File: src/rtl/gpioirq_pkg.sv
package gpioirq_pkg;
    localparam int BUS_AW        = 8;
    localparam int BUS_DW        = 32;
    localparam int PINS_PER_WORD = 8;
    localparam int MODE_W        = 3;
    localparam int MODE_SLOTS    = 2 * PINS_PER_WORD;

    localparam logic [BUS_AW-1:0] OFF_IRQ_EN   = 8'h00;
    localparam logic [BUS_AW-1:0] OFF_IRQ_STAT = 8'h04;
    localparam logic [BUS_AW-1:0] OFF_IRQ_VIEW = 8'h08;
    localparam logic [BUS_AW-1:0] OFF_IRQ_ACK  = 8'h0C;
    localparam logic [BUS_AW-1:0] OFF_MASK_SET = 8'h10;
    localparam logic [BUS_AW-1:0] OFF_MASK_CLR = 8'h14;
    localparam logic [BUS_AW-1:0] OFF_DOUT     = 8'h18;
    localparam logic [BUS_AW-1:0] OFF_DIN      = 8'h1C;
    localparam logic [BUS_AW-1:0] OFF_DIR      = 8'h20;
    localparam logic [BUS_AW-1:0] OFF_MODE_LO  = 8'h24;
    localparam logic [BUS_AW-1:0] OFF_MODE_HI  = 8'h28;
    localparam logic [BUS_AW-1:0] OFF_ALT_SEL  = 8'h38;
    localparam logic [BUS_AW-1:0] OFF_SOFT_RST = 8'h3C;

    typedef enum logic [MODE_W-1:0] {
        MODE_FALL = 3'd0,
        MODE_RISE = 3'd1,
        MODE_LOW  = 3'd2,
        MODE_HIGH = 3'd3,
        MODE_BOTH = 3'd4
    } irq_mode_e;
endpackage

File: src/rtl/gpioirq_pin_sense.sv
module gpioirq_pin_sense
    import gpioirq_pkg::*;
(
    input  logic              clk,
    input  logic              rst_n,
    input  logic              pin_i,
    input  logic [MODE_W-1:0] mode_i,
    output logic              sync_o,
    output logic              evt_o
);
    typedef struct packed {
        logic meta;
        logic sync;
        logic prev;
    } sense_t;

    sense_t sense_d, sense_q;

    always_comb begin
        sense_d      = sense_q;
        sense_d.meta = pin_i;
        sense_d.sync = sense_q.meta;
        sense_d.prev = sense_q.sync;
    end

    always_ff @(posedge clk or negedge rst_n) begin
        if (!rst_n) sense_q <= '0;
        else        sense_q <= sense_d;
    end

    // Detection compares the synchronised level with its previous sample.
    always_comb begin
        case (irq_mode_e'(mode_i))
            MODE_FALL: evt_o = !sense_q.sync &&  sense_q.prev;
            MODE_RISE: evt_o =  sense_q.sync && !sense_q.prev;
            MODE_LOW:  evt_o = !sense_q.sync;
            MODE_HIGH: evt_o =  sense_q.sync;
            MODE_BOTH: evt_o =  sense_q.sync ^ sense_q.prev;
            default:   evt_o = 1'b0;
        endcase
    end

    assign sync_o = sense_q.sync;
endmodule

File: src/rtl/gpioirq_regs.sv
module gpioirq_regs
    import gpioirq_pkg::*;
#(
    parameter int NPIN = 12
) (
    input  logic                        clk,
    input  logic                        rst_n,
    input  logic [BUS_AW-1:0]           bus_addr,
    input  logic                        bus_we,
    input  logic [BUS_DW-1:0]           bus_wdata,
    output logic [BUS_DW-1:0]           bus_rdata,
    input  logic [NPIN-1:0]             pin_sync_i,
    input  logic [NPIN-1:0]             pin_evt_i,
    output logic [NPIN-1:0][MODE_W-1:0] mode_o,
    output logic [NPIN-1:0]             dir_o,
    output logic [NPIN-1:0]             dout_o,
    output logic                        irq_o
);
    localparam int NIB = 4;

    typedef struct packed {
        logic [NPIN-1:0]                   en;
        logic [NPIN-1:0]                   stat;
        logic [NPIN-1:0]                   mask;
        logic [NPIN-1:0]                   dout;
        logic [NPIN-1:0]                   dir;
        logic [NPIN-1:0]                   alt;
        logic [MODE_SLOTS-1:0][MODE_W-1:0] mode;
        logic                              srst;
        logic                              irq;
    } regs_t;

    function automatic regs_t reset_value();
        regs_t r;
        r      = '0;
        r.mask = '1;
        return r;
    endfunction

    regs_t           d, q;
    logic [NPIN-1:0] view;
    logic [NPIN-1:0] wr_bits;
    logic [NPIN-1:0] ack;
    logic [NPIN-1:0] live_evt;
    logic            srst_fire;
    logic            unused_wdata;

    assign view         = q.stat & q.en & ~q.mask;
    assign wr_bits      = bus_wdata[NPIN-1:0];
    assign live_evt     = pin_evt_i & q.en;
    assign srst_fire    = bus_we && (bus_addr == OFF_SOFT_RST) && !bus_wdata[0] && q.srst;
    assign unused_wdata = ^bus_wdata;

    always_comb begin
        d   = q;
        ack = '0;
        if (bus_we) begin
            case (bus_addr)
                OFF_IRQ_EN:   d.en   = wr_bits;
                OFF_IRQ_ACK:  ack    = wr_bits;
                OFF_MASK_SET: d.mask = q.mask | wr_bits;
                OFF_MASK_CLR: d.mask = q.mask & ~wr_bits;
                OFF_DOUT:     d.dout = wr_bits;
                OFF_DIR:      d.dir  = wr_bits;
                OFF_ALT_SEL:  d.alt  = wr_bits;
                OFF_SOFT_RST: d.srst = bus_wdata[0];
                OFF_MODE_LO: begin
                    for (int s = 0; s < PINS_PER_WORD; s++)
                        d.mode[s] = bus_wdata[NIB*s +: MODE_W];
                end
                OFF_MODE_HI: begin
                    for (int s = 0; s < PINS_PER_WORD; s++)
                        d.mode[PINS_PER_WORD + s] = bus_wdata[NIB*s +: MODE_W];
                end
                default: ;
            endcase
        end
        for (int s = 0; s < MODE_SLOTS; s++) begin
            if (s >= NPIN) d.mode[s] = '0;
        end
        // A hardware event in the same cycle wins over the software clear.
        d.stat = (q.stat & ~ack) | live_evt;
        d.irq  = |view;
        if (srst_fire) begin
            d     = reset_value();
            d.irq = |view;
        end
    end

    always_ff @(posedge clk or negedge rst_n) begin
        if (!rst_n) q <= reset_value();
        else        q <= d;
    end

    always_comb begin
        bus_rdata = '0;
        case (bus_addr)
            OFF_IRQ_EN:   bus_rdata[NPIN-1:0] = q.en;
            OFF_IRQ_STAT: bus_rdata[NPIN-1:0] = q.stat;
            OFF_IRQ_VIEW: bus_rdata[NPIN-1:0] = view;
            OFF_MASK_SET: bus_rdata[NPIN-1:0] = q.mask;
            OFF_DOUT:     bus_rdata[NPIN-1:0] = q.dout;
            OFF_DIN:      bus_rdata[NPIN-1:0] = pin_sync_i;
            OFF_DIR:      bus_rdata[NPIN-1:0] = q.dir;
            OFF_ALT_SEL:  bus_rdata[NPIN-1:0] = q.alt;
            OFF_SOFT_RST: bus_rdata[0]        = q.srst;
            OFF_MODE_LO: begin
                for (int s = 0; s < PINS_PER_WORD; s++)
                    bus_rdata[NIB*s +: MODE_W] = q.mode[s];
            end
            OFF_MODE_HI: begin
                for (int s = 0; s < PINS_PER_WORD; s++)
                    bus_rdata[NIB*s +: MODE_W] = q.mode[PINS_PER_WORD + s];
            end
            default: ;
        endcase
    end

    assign mode_o = q.mode[NPIN-1:0];
    assign dir_o  = q.dir;
    assign dout_o = q.dout;
    assign irq_o  = q.irq;

    p_dir_follows_write_r2: assert property (@(posedge clk) disable iff (!rst_n)
        (bus_we && bus_addr == OFF_DIR) |=> (dir_o == $past(bus_wdata[NPIN-1:0])))
        else $error("direction not taken from write");

    p_enable_gates_status_r5: assert property (@(posedge clk) disable iff (!rst_n)
        1'b1 |=> ((q.stat & ~$past(q.stat) & ~$past(q.en)) == '0))
        else $error("status set on a disabled pin");

    p_event_sets_status_r6: assert property (@(posedge clk) disable iff (!rst_n)
        !srst_fire |=> ((q.stat & $past(live_evt)) == $past(live_evt)))
        else $error("enabled event did not set status");

    p_ack_clears_r7: assert property (@(posedge clk) disable iff (!rst_n)
        (bus_we && bus_addr == OFF_IRQ_ACK)
            |=> ((q.stat & $past(bus_wdata[NPIN-1:0] & ~live_evt)) == '0))
        else $error("status survived a clear without an event");

    p_mask_set_r8: assert property (@(posedge clk) disable iff (!rst_n)
        (bus_we && bus_addr == OFF_MASK_SET)
            |=> ((q.mask & $past(bus_wdata[NPIN-1:0])) == $past(bus_wdata[NPIN-1:0])))
        else $error("mask set port failed");

    p_mask_clr_r8: assert property (@(posedge clk) disable iff (!rst_n)
        (bus_we && bus_addr == OFF_MASK_CLR)
            |=> ((q.mask & $past(bus_wdata[NPIN-1:0])) == '0))
        else $error("mask clear port failed");

    p_irq_high_r9: assert property (@(posedge clk) disable iff (!rst_n)
        (|view) |=> irq_o)
        else $error("irq missed a visible status");

    p_irq_low_r9: assert property (@(posedge clk) disable iff (!rst_n)
        !(|view) |=> !irq_o)
        else $error("irq raised with empty view");

    p_soft_reset_r10: assert property (@(posedge clk) disable iff (!rst_n)
        srst_fire |=> (q.en == '0 && q.stat == '0 && q.mask == '1 && q.dir == '0))
        else $error("soft reset left state behind");
endmodule

File: src/rtl/gpioirq_ctrl.sv
module gpioirq_ctrl
    import gpioirq_pkg::*;
#(
    parameter int NPIN = 12
) (
    input  logic              clk,
    input  logic              rst_n,
    input  logic [BUS_AW-1:0] bus_addr,
    input  logic              bus_we,
    input  logic [BUS_DW-1:0] bus_wdata,
    output logic [BUS_DW-1:0] bus_rdata,
    input  logic [NPIN-1:0]   pin_in,
    output logic [NPIN-1:0]   pin_out,
    output logic [NPIN-1:0]   pin_oe,
    output logic              irq_out
);
    logic [NPIN-1:0]             pin_sync;
    logic [NPIN-1:0]             pin_evt;
    logic [NPIN-1:0][MODE_W-1:0] pin_mode;

    for (genvar i = 0; i < NPIN; i++) begin : g_pin
        gpioirq_pin_sense u_sense (
            .clk    (clk),
            .rst_n  (rst_n),
            .pin_i  (pin_in[i]),
            .mode_i (pin_mode[i]),
            .sync_o (pin_sync[i]),
            .evt_o  (pin_evt[i])
        );
    end

    gpioirq_regs #(.NPIN(NPIN)) u_regs (
        .clk        (clk),
        .rst_n      (rst_n),
        .bus_addr   (bus_addr),
        .bus_we     (bus_we),
        .bus_wdata  (bus_wdata),
        .bus_rdata  (bus_rdata),
        .pin_sync_i (pin_sync),
        .pin_evt_i  (pin_evt),
        .mode_o     (pin_mode),
        .dir_o      (pin_oe),
        .dout_o     (pin_out),
        .irq_o      (irq_out)
    );
endmodule

File: config.mk
export PLATFORM = sky130hd
export DESIGN_NAME = gpioirq_ctrl
export DESIGN_NICKNAME = d
export VERILOG_FILES = /design/src/rtl/gpioirq_pkg.sv /design/src/rtl/gpioirq_pin_sense.sv /design/src/rtl/gpioirq_regs.sv /design/src/rtl/gpioirq_ctrl.sv
export SDC_FILE = /design/constraint.sdc
export NUM_CORES = 1
export LEC_CHECK = 0
export BUFFER_PORTS_ARGS = -buffer_cell sky130_fd_sc_hd__buf_2
export CORE_ASPECT_RATIO = 1.5
export CORE_MARGIN = 1
export CORE_UTILIZATION = 35
export CTS_CLUSTER_SIZE = 12
export DETAILED_ROUTE_END_ITERATION = 7
export HOLD_SLACK_MARGIN = 0.08
export SLEW_MARGIN = 0
export SYNTH_ARGS = -nofsm -noshare
export SYNTH_HDL_FRONTEND = slang
export SYNTH_SLANG_ARGS = --single-unit
export TNS_END_PERCENT = 1
File: constraint.sdc
create_clock -name clk -period 2.75 [get_ports clk]
set_input_delay 0.55 -clock clk [delete_from_list [all_inputs] [get_ports clk]]
set_output_delay 0.55 -clock clk [all_outputs]
set_load 0.05 [all_outputs]
==> summary.md, run 1 <==
| Metric | Value |
|---|---|
| Status | complete, no violations |
| I/O Buffers | 101 |
| FFs w/ async S/R, synth | 100.0% |
| Via count | 6694 |
| Register area | 3670 um^2 |
| Pre-antenna DRT Iters | 5 |
| Die area | 24460 um^2 |
| Simple logic cell fraction of the synthesized area | 18.81% |
| Top Ports | 112 |
| Data arrival time of the critical path | 2.17 ns |
| Setup TNS Final | 0 ns |
| Compound-Gate Fraction of Synth Area | 10.76% |
| Ranking of synthesized cells by area | dfrtp_1, mux2i_1, buf_4, dfstp_2, nand2_1 |
| Die X | 128.0 um |
| R2r setup slk | 0.94 ns |
| Mean Syn Cell Area | 10.09 um^2 |
| Fmax | 367.2 MHz |
| Core Box Area | 23230 um^2 |
| Crit-path max FO | 9 |
| Hold Path Class | in -> async |
| Initial antenna violation count | 0 |
| All-layer global routing usage | 22.47% |
| Pwr Density | 531.1 nW/um^2 |
| FF+latch count, synth | 146 |
| Post-DP HPWL | 19130 um |
| Pins Over Slew Limit | 0 |
| Final antenna diode count | 0 |
| Synth Area in Adders | 3.600% |
| Crit path required time | 2.20 ns |
| Share of the synthesized area in the top cell type | 40.20% |
| Worst Setup End Kind | primary output |
| Final min period | 2.724 ns |
| Clk slew on worst S/H paths | 0.06 ns |
| Most frequent cell after synthesis | dfrtp_1 |
| Final GP Congestion | 0.9207 |
| Max-cap viol count | 0 |
| First-pass GRT wire length | 40300 um |
| Number of enable flip-flop cells after synthesis | 0 |
| Final wirelength | 26210 um |
| Leak | 5.101 nW |
| Vias in the first global route | 6749 |
| Iter 0 DRT Violations | 448 |
| Multi-input gate area | 4024 um^2 |
| Root Buffer | clkbuf_16 |
| Multiplexer share of the synthesized area | 13.58% |
| Chip Height | 191.1 um |
| Post-Synthesis Cells | 827 |
| Area of the mapped netlist | 8340 um^2 |
| Largest area contributor in the netlist | dfrtp_1 |
| Largest family of logic cells by synthesized area | simple AND/OR/NAND/NOR gates |
| Starting Density | 35.91% |
| Clk_lat worst skew | 0.44 ns |
| GRT overflow | 0 |
| Yosys warnings | 0 |
| Final Skew | 0.009859 ns |
| Worst reg2reg path depth | 4 |
| CTS tree | built |
| Remaining antenna violation count | 0 |
| Via/cell ratio | 5.377 |
| Non-filler cells, final | 1245 |
| Reg2reg end | u_regs.q[103] |
| Drt drc | 0 |
| Sequential area share after synthesis | 43.98% |
| Num CTS Buffers | 17 |
| Crit Path Category | in -> out |
| Rows | 68 |
| H-tree levels | 4 |
| Worst slew pin tran | 0.5949 ns |
| Fillers | 2321 |
| Hold Fails Final Rpt | 0 |
| Largest net degree at the start of global routing | 58 |
| Max IR drop VDD | 0.3041 mV |
| Critical Path Sink | bus_rdata[1] |
| Worst setup path startpoint | bus_addr[4] |
| Dominant synthesized flop cell | dfrtp_1 |
| Slew margin rel. | 60.34% |
| Placed insts | 1213 |
| Routed WL per cell | 21.05 um |
| Setup violations, final | 0 |
| CTS Hold Buffers Added | 0 |
| Clk sink count | 146 |
| Yosys cell types | 69 |
| Commonest cells post-synth | dfrtp_1, mux2i_1, nand2_1 |
| Layout Nets | 996 |
| Buffer depth of the longest clock path | 2 |
| Crit path launch type | input pin |
| RSZ-0062 raised after global routing | true |
| Final worst path period share | 99.04% |
| Layout cells sized above 1 | 26.56% |
| Critical R2R Launch | g_pin[5].u_sense.sync_o |
| Post-CTS setup repair buffer count | 0 |
| Xor-xnor portion of the synthesized cell area | 0.7351% |
| Area Overhead vs Synth | 17.96% |
[what timing repair did]
action / in CTS / in global routing
gates resized for setup: 3 / 12
cloned: 0 / 0
pin swaps: 1 / 0
endpoints found under the setup margin: 2 / 9
[layout make-up]
class	count	area share [%]
multi-input combinational	558	40.90
inverter	37	1.412
clock buffer	21	4.578
clock inverter	11	0.9030
sequential	146	37.30
timing repair buffer	157	10.90
tap	315	4.006
[critical path, stage by stage]
cell      delay [ns]
clkbuf_4        0.18
buf_12          0.16
or4bb_1         0.52
a21o_1          0.21
a21o_1          0.15
nand4_1         0.13
clkbuf_4        0.26
[per-stage QoR]
step | setup slack (ns) | instance area [um^2] | hold WS (ns) | total power [mW] | util [%]
2_1_floorplan | -0.02970 | 8373 | 0.2544 | 2.837 | -
3_3_place_gp | 0.01868 | 9258 | 0.3314 | 3.081 | 39.86
3_5_place_dp | 0.01353 | 9258 | 0.3347 | 3.096 | 39.86
4_1_cts | 0.001954 | 9801 | 0.09948 | 5.259 | 42.19
5_1_grt | -0.02225 | 9838 | 0.1216 | 5.414 | 42.36
6_report | 0.02634 | 9838 | 0.08475 | 5.225 | 42.36
[state kept, by name (all words and copies together), names as in the netlist]
register	flops
g_pin.u_sense.sense_d	12
g_pin.u_sense.sense_q	12
g_pin.u_sense.sync_o	12
u_regs.dout_o	12
u_regs.irq_o	1
u_regs.q	49
u_regs.dir_o	12
u_regs.mode_o	36
[layout by cell type (no fill, tap or decap), drive strengths merged, types with 3 or more instances in the layout]
master	count
mux2	15
dfrtp	134
clkinv	8
a211o	4
dfstp	12
o22a	4
clkbuf	25
nor4b	8
nor4	5
or3	4
mux2i	94
nand3	34
a211oi	11
nor3	3
o22ai	5
nand4	16
nand2	83
nor2b	5
nor4bb	3
a21oi	21
and3	16
ha	24
and3b	4
a31o	11
o311a	3
inv	37
nand2b	7
a22oi	13
o211ai	8
nor3b	5
or4b	6
nand3b	10
o21ai	30
buf	153
nor2	67
xnor2	6
conb	5
o32ai	3
[kinds of logic after synthesis]
logic type / count (synthesis)
simple gates: 282
flops: 146
compound gates: 130
buf+inv: 127
mux: 110
fa+ha+maj: 24
xor+xnor: 7
other cells: 1
[where the power goes]
part           total (mW)  internal, mW  leakage [nW]  switching (mW)
clock                2.16          1.25         0.266           0.906
combinational       0.644         0.242          2.99           0.402
sequential           2.42          2.29          1.85           0.133
total                5.22          3.78          5.10            1.44
[worst min-delay path by stage]
stage | cells past startpoint | slack (ns) | end | startpoint
6_report | 1 | 0.08 | g_pin[7].u_sense.sense_d[1] | rst_n
5_1_grt | 1 | 0.12 | g_pin[7].u_sense.sense_d[1] | rst_n
4_1_cts | 1 | 0.1 | g_pin[7].u_sense.sense_d[1] | rst_n
3_5_place_dp | 0 | 0.33 | g_pin[1].u_sense.sync_o | g_pin[1].u_sense.sense_d[1]
3_3_place_gp | 0 | 0.33 | g_pin[3].u_sense.sync_o | g_pin[3].u_sense.sense_d[1]
2_1_floorplan | 0 | 0.25 | g_pin[0].u_sense.sense_d[1] | rst_n
[routing by layer]
layer / global-route usage [%] / wire (um) / share of wire [%] / up-vias
li1: - / - / - / 3086
met1: 27.32 / 10850 / 41 / 3314
met2: 37.46 / 12800 / 49 / 227
met3: 3.862 / 1299 / 5.0 / 67
met4: 12.62 / 1261 / 4.8 / 0
met5: 0 / 0 / 0 / -
No activity file was read; power rests on OpenSTA's default activity.
==> run 2, diff against run 1 <==
--- a/config.mk
+++ b/config.mk
@@ -15,5 +15,6 @@
 export SLEW_MARGIN = 0
 export SYNTH_ARGS = -nofsm -noshare
 export SYNTH_HDL_FRONTEND = slang
+export SYNTH_HIERARCHICAL = 1
 export SYNTH_SLANG_ARGS = --single-unit
 export TNS_END_PERCENT = 1
==> summary.md, run 2 <==
| Metric | Value |
|---|---|
| Max IR drop VDD | 0.3323 mV (+9.3%) |
| Top sig layer | met4 |
| Vias in the first global route | 6773 (+0.36%) |
| Fmax | 362.9 MHz (-1.2%) |
| I/O Buffers | 101 (unchanged) |
| Reg2reg end | u_regs/q[101] |
| Final GP Congestion | 0.9101 (-1.2%) |
| Worst slew pin tran | 0.5838 ns (-0.01119 ns) |
| Most common cell after layout, fill and taps aside | dfrtp_1 |
| Status | finished with violations |
| Commonest cells post-synth | dfrtp_1, nand2_1, mux2i_1 |
| Layout Nets | 1005 (+0.90%) |
| Reg with most FFs | u_regs/q |
| Remaining antenna violation count | 0 (unchanged) |
| Rows | 68 (unchanged) |
| FFs w/ async S/R, synth | 100.0% (unchanged) |
| DP Area | 9101 um^2 (-1.7%) |
| Slowest cell on the critical path | a222oi_1 |
| Setup TNS Final | -0.005684 ns (-0.005684 ns) |
| Dominant synthesized flop cell | dfrtp_1 |
| Cell Chain, Critical Path | buf_2 -> buf_4 -> nor4b_4 -> buf_4 -> buf_4 -> a222oi_1 -> a2bb2oi_1 -> nand3_1 -> buf_6 |
| Root Buffer | clkbuf_16 |
| Number of enable flip-flop cells after synthesis | 0 (unchanged) |
| Num CTS Buffers | 17 (unchanged) |
| Compound-Gate Fraction of Synth Area | 11.74% (+0.99 points) |
| Sequential area share after synthesis | 44.14% (+0.15 points) |
| Crit path setup slack, layout | -0.005684 ns (-0.03203 ns) |
| Post-Synthesis Cells | 855 (+3.4%) |
| Largest area contributor in the netlist | dfrtp_1 |
| Clk_lat worst skew | 0.43 ns (about the same) |
| Top Ports | 112 (unchanged) |
| H-tree levels | 4 (unchanged) |
| Critical Path Sink | bus_rdata[10] |
| CTS tree | built |
| GRT overflow | 0 (unchanged) |
| Hold Path Class | in -> async |
| Buffer depth of the longest clock path | 2 (unchanged) |
| Xor-xnor portion of the synthesized cell area | 1.264% (+0.53 points) |
| Largest family of logic cells by synthesized area | simple AND/OR/NAND/NOR gates |
| Levels on crit path | 9 (+2) |
| CTS Hold Buffers Added | 0 (unchanged) |
| Yosys warnings | 6 (+6) |
| Failing checks | negative setup slack |
| Crit path required time | 2.20 ns (about the same) |
| Leak | 4.835 nW (-5.2%) |
| Clk slew on worst S/H paths | 0.06 ns (about the same) |
| Multiplexer share of the synthesized area | 11.88% (-1.7 points) |
| Pre-antenna DRT Iters | 7 (+2) |
| All-layer global routing usage | 21.84% (-0.63 points) |
| Yosys cell types | 58 (-16%) |
| Max reg flops | 49 (unchanged) |
| Area Overhead vs Synth | 17.99% (about the same) |
| Data arrival time of the critical path | 2.21 ns (+0.04 ns) |
| Share of the synthesized area in the top cell type | 40.34% (+0.14 points) |
| Setup violations, final | 1 (+1) |
| Slew margin rel. | 60.67% (+0.33 points) |
| Critical R2R Launch | g_pin[3].u_sense/sync_o |
| Starting Density | 35.92% (about the same) |
| Core Box Area | 23140 um^2 (-0.37%) |
| Pwr Density | 561.0 nW/um^2 (+5.6%) |
| Clk sink count | 146 (unchanged) |
| Layout cells sized above 1 | 27.21% (+0.66 points) |
| FF+latch count, synth | 146 (unchanged) |
| Via/cell ratio | 5.303 (-1.4%) |
| Most frequent cell after synthesis | dfrtp_1 |
| Routed WL per cell | 20.23 um (-3.9%) |
| Simple logic cell fraction of the synthesized area | 16.20% (-2.6 points) |
| Via count | 6639 (-0.82%) |
| Max-cap viol count | 0 (unchanged) |
| Final Skew | 0.008160 ns (-0.001699 ns) |
| Crit-path max FO | 7 (-2) |
| Final wirelength | 25320 um (-3.4%) |
| Worst Setup End Kind | primary output |
| WL met3 | 1218 um (-6.2%) |
| First-pass GRT wire length | 39240 um (-2.6%) |
| Worst setup path startpoint | bus_addr[4] |
| Synth Area in Adders | 3.613% (+0.012 points) |
| Final min period | 2.756 ns (+0.03203 ns) |
| Total power | 5.501 mW (+5.3%) |
| WP buf/inv | 5 (+2) |
| Final antenna diode count | 0 (unchanged) |
| Slowest stage delay, CP | 0.39 ns (-0.13 ns) |
| Chip Height | 190.7 um (-0.17%) |
| Pins Over Slew Limit | 0 (unchanged) |
| Cell mode on critical path | buf_4 |
| Initial antenna violation count | 0 (unchanged) |
| Area of the mapped netlist | 8312 um^2 (-0.35%) |
| Design area | 9807 um^2 (-0.32%) |
| CP top delay family | buffers and inverters |
| Ranking of synthesized cells by area | dfrtp_1, mux2i_1, buf_4, nand2_1, dfstp_2 |
| WL met1 | 10010 um (-7.7%) |
| Crit Path Category | in -> out |
| Fillers | 2294 (-1.2%) |
| Drt drc | 0 (unchanged) |
| Die area | 24380 um^2 (-0.34%) |
| Commonest cells after routing, fill and taps aside | dfrtp_1, nand2_1, buf_2, mux2i_1, buf_4 |
| Post-DP HPWL | 18470 um (-3.4%) |
| R2r setup slk | 0.80 ns (-0.14 ns) |
| Largest net degree at the start of global routing | 58 (unchanged) |
| Die X | 127.8 um (-0.17%) |
| Mean Syn Cell Area | 9.721 um^2 (-3.6%) |
| Hold Fails Final Rpt | 0 (unchanged) |
| RSZ-0062 raised after global routing | true |
| Iter 0 DRT Violations | 478 (+6.7%) |
| Worst reg2reg path depth | 6 (+2) |
| Final worst path period share | 100.2% (+1.2 points) |
| Crit path launch type | input pin |
| Routed wl met2 | 12810 um (about the same) |
## run 2: worst min path at each step
stage	to	slack [ns]	cells past startpoint
after floorplan	g_pin[0].u_sense/sense_d[1]	0.25	0
after global placement	g_pin[6].u_sense/sync_o	0.33	0
after detailed placement	g_pin[11].u_sense/sync_o	0.34	0
after CTS	u_regs/q[113]	0.10	1
after global routing	u_regs/q[113]	0.12	1
final	u_regs/q[113]	0.09	1
## run 2: kinds of logic (layout without fill, tap and decap cells)
kind of cell | after synthesis | count (layout)
buffers and inverters | 160 | 238
multiplexers | 96 | 96
adder cells (fa/ha/maj) | 24 | 24
other | 1 | 5
flip-flops | 146 | 146
AO/OA/AOI/OAI | 154 | 154
XOR/XNOR | 12 | 12
AND/OR/NAND/NOR | 262 | 262
## run 2: repair_timing
action,CTS,global route
setup endpoints to repair,15,15
resized for setup,12,13
pin swaps,0,2
setup buffers,0,0
cloned,0,0
## run 2: per-stage QoR
stage	util [%]	setup slack, ns	hold WS (ns)	cells
final	42.38	-0.005684	0.08720	1252
after floorplan	-	-0.1617	0.2544	859
after detailed placement	39.33	-0.2269	0.3355	1222
after CTS	42.18	-0.02203	0.1014	1252
after global placement	39.33	-0.1878	0.3321	1222
after global routing	42.38	-0.08431	0.1216	1252
## run 2: metal layers
layer  global-route usage, %  vias up
li1                        -     3051
met2                   37.35      247
met3                   4.012       73
met4                   13.03        0
met5                       0        -
met1                   25.27     3268
## run 2: area by class of cell
| class | instances | area [um^2] | share of cell area (%) |
|---|---|---|---|
| clock inverters | 9 | 155.1 | 1.582 |
| multi-input cells | 553 | 3800 | 38.75 |
| well taps | 315 | 394.1 | 4.019 |
| inverters | 38 | 142.6 | 1.454 |
| flip-flops and latches | 146 | 3669 | 37.41 |
| clock buffers | 21 | 470.5 | 4.797 |
| repair buffers | 170 | 1176 | 11.99 |
## run 2: worst register-to-register path, cell delays in order, from the launching register on
cell and delay (ns):
dfrtp_1 0.53, inv_1 0.08, ha_1 0.29, or4b_1 0.50, o21ai_0 0.24, nand2_1 0.10, a21oi_1 0.14
## run 2: power breakdown
part	switching, mW	internal, mW
Combinational	0.389	0.236
Clock	0.906	1.58
Sequential	0.118	2.28
==> run 3, diff against run 2 <==
--- a/config.mk
+++ b/config.mk
@@ -5,7 +5,7 @@
 export SDC_FILE = /design/constraint.sdc
 export NUM_CORES = 1
 export LEC_CHECK = 0
-export BUFFER_PORTS_ARGS = -buffer_cell sky130_fd_sc_hd__buf_2
+export BUFFER_PORTS_ARGS = -buffer_cell sky130_fd_sc_hd__buf_4
 export CORE_ASPECT_RATIO = 1.5
 export CORE_MARGIN = 1
 export CORE_UTILIZATION = 35
==> summary.md, run 3 (same netlist as run 2, synthesis figures left out) <==
| Metric | Value |
|---|---|
| GRT overflow | 0 (unchanged) |
| Rows | 68 (unchanged) |
| Final Skew | 0.01160 ns (+0.003439 ns) |
| Status | complete, no violations |
| Die area | 24380 um^2 (unchanged) |
| Clk slew on worst S/H paths | 0.07 ns (about the same) |
| Worst reg2reg path depth | 6 (unchanged) |
| Top Ports | 112 (unchanged) |
| Max IR drop VDD | 0.3908 mV (+18%) |
| CP top delay family | simple AND/OR/NAND/NOR gates |
| Final min period | 2.741 ns (-0.01452 ns) |
| Slew margin rel. | 58.70% (-2.0 points) |
| Setup TNS Final | 0 ns (+0.005684 ns) |
| Crit path launch type | input pin |
| Worst slew pin tran | 0.6130 ns (+0.02920 ns) |
| All-layer global routing usage | 21.49% (-0.35 points) |
| Layout Nets | 1008 (+0.30%) |
| Post-DP HPWL | 18170 um (-1.7%) |
| Final GP Congestion | 0.9340 (+2.6%) |
| Starting Density | 35.92% (unchanged) |
| R2r setup slk | 0.74 ns (-0.06 ns) |
| Crit Path Category | in -> out |
| Final wirelength | 25150 um (-0.66%) |
| I/O Buffers | 101 (unchanged) |
| Cell Chain, Critical Path | buf_4 -> buf_4 -> or4_4 -> nor2_4 -> buf_6 -> a22o_1 -> a211o_1 -> buf_6 |
| Root Buffer | clkbuf_16 |
| Setup violations, final | 0 (-1) |
| First-pass GRT wire length | 38780 um (-1.2%) |
| Initial antenna violation count | 0 (unchanged) |
| Fmax | 364.8 MHz (+0.53%) |
| Critical R2R Launch | g_pin[3].u_sense/sync_o |
| Final core area utilization | 43.24% (+0.87 points) |
| Via/cell ratio | 5.281 (-0.41%) |
| CTS tree | built |
| Commonest cells after routing, fill and taps aside | buf_4, dfrtp_1, nand2_1, mux2i_1, nor2_1 |
| Register area | 3669 um^2 (unchanged) |
| Vias in the first global route | 6548 (-3.3%) |
| Hold Path Class | in -> reg |
| Slowest stage delay, CP | 0.59 ns (+0.20 ns) |
| H-tree levels | 4 (unchanged) |
| Num CTS Buffers | 17 (unchanged) |
| Layout cells sized above 1 | 27.71% (+0.49 points) |
| Chip Height | 190.7 um (unchanged) |
| Final worst path period share | 99.68% (-0.53 points) |
| Pre-antenna DRT Iters | 5 (-2) |
| DP Area | 9304 um^2 (+2.2%) |
| Core Box Area | 23140 um^2 (unchanged) |
| Remaining antenna violation count | 0 (unchanged) |
| Fillers | 2330 (+1.6%) |
| Area Overhead vs Synth | 20.40% |
| Clk_lat worst skew | 0.43 ns (about the same) |
| Pins Over Slew Limit | 0 (unchanged) |
| Design area | 10010 um^2 (+2.0%) |
| Crit-path max FO | 9 (+2) |
| Worst hold path depth | 1 |
| Die X | 127.8 um (unchanged) |
| Final antenna diode count | 0 (unchanged) |
| Slowest cell on the critical path | or4_4 |
| Hold Fails Final Rpt | 0 (unchanged) |
| Drt drc | 0 (unchanged) |
| RSZ-0062 raised after global routing | true |
| Max-cap viol count | 0 (unchanged) |
| WP buf/inv | 4 (-1) |
| Clk sink count | 146 (unchanged) |
| Reg with most FFs | u_regs/q |
| Hold EP | g_pin[5].u_sense/sense_d[1] |
| Reg2reg end | u_regs/q[101] |
| Leak | 4.862 nW (+0.56%) |
| Hold wc startpoint | pin_in[5] |
| Total power | 5.402 mW (-1.8%) |
| Pwr Density | 539.8 nW/um^2 (-3.8%) |
| Multi-input gate area | 3806 um^2 (+0.16%) |
| Most common cell after layout, fill and taps aside | buf_4 |
| Crit path required time | 2.20 ns (about the same) |
| Via count | 6638 (-0.015%) |
| Routed WL per cell | 20.01 um (-1.1%) |
| Worst Setup End Kind | primary output |
| Buffer depth of the longest clock path | 2 (unchanged) |
| Data arrival time of the critical path | 2.19 ns (-0.02 ns) |
| Largest net degree at the start of global routing | 60 (+3.4%) |
| Iter 0 DRT Violations | 543 (+14%) |
| Max reg flops | 49 (unchanged) |
[run 3: cell count changes in the layout (fill, tap and decap cells not counted), sizes merged]
cell / before / now
buf: 169 / 172
clkbuf: 22 / 21
bufinv: 4 / 2
clkinv: 1 / 5
dlygate4sd3: 0 / 1
[run 3: worst max path at each step]
| stage | from | to | slack [ns] | cells after the start |
|---|---|---|---|---|
| 2_1_floorplan | bus_addr[4] | bus_rdata[5] | -0.16 | 4 |
| 3_3_place_gp | bus_addr[1] | bus_rdata[1] | -0.13 | 7 |
| 3_5_place_dp | bus_addr[1] | bus_rdata[1] | -0.12 | 7 |
| 4_1_cts | bus_addr[4] | bus_rdata[9] | -0.01 | 6 |
| 5_1_grt | bus_addr[0] | bus_rdata[4] | -0.03 | 8 |
| 6_report | bus_addr[0] | bus_rdata[4] | 0.009 | 8 |
[run 3: what timing repair did]
action | in CTS | in global routing
gates cloned | 0 | 0
pin swaps | 2 | 5
endpoints found under the setup margin | 10 | 10
gates resized for setup | 6 | 8
hold buffers | 1 | 0
hold endpoints to repair | 43 | 0
buffers inserted | 0 | 5
[run 3: where the power goes]
| part | switching (mW) | leakage (nW) | internal [mW] |
|---|---|---|---|
| registers | 0.120 | 1.84 | 2.28 |
| clock network | 0.941 | 0.281 | 1.41 |
| logic | 0.388 | 2.74 | 0.268 |
[run 3: final cells by class]
cell class | count | share of cell area [%]
clock inverter | 11 | 1.300
timing repair buffer | 173 | 13.94
inverter | 38 | 1.425
multi-input combinational | 553 | 38.03
sequential | 146 | 36.66
tap | 315 | 3.938
clock buffer | 21 | 4.701
[run 3: metal layers]
layer,global-route usage (%),part of all wire [%],up-vias
met5,0,0,-
met4,12.76,5.0,0
met3,3.367,4.8,60
met2,36.56,50,223
met1,25.41,40,3298
li1,-,-,3057
[run 3: stage by stage]
step                hold WS (ns)  worst slack, ns  std cells
finish                    0.2176         0.008832       1257
global route              0.2019         -0.02541       1257
CTS                       0.2008         -0.01294       1252
detailed placement        0.3347          -0.1225       1219
global placement          0.3325          -0.1320       1219
floorplan                 0.2544          -0.1617        859
[run 3: worst register-to-register path: cells and delay by family, from the launching register on]
family                     cells  cell delay [ns]
buffers and inverters          1             0.09
DFF                            1             0.55
AOI/OAI and AO/OA              2             0.40
adders and majority gates      1             0.29
and+or+nand+nor                2             0.61
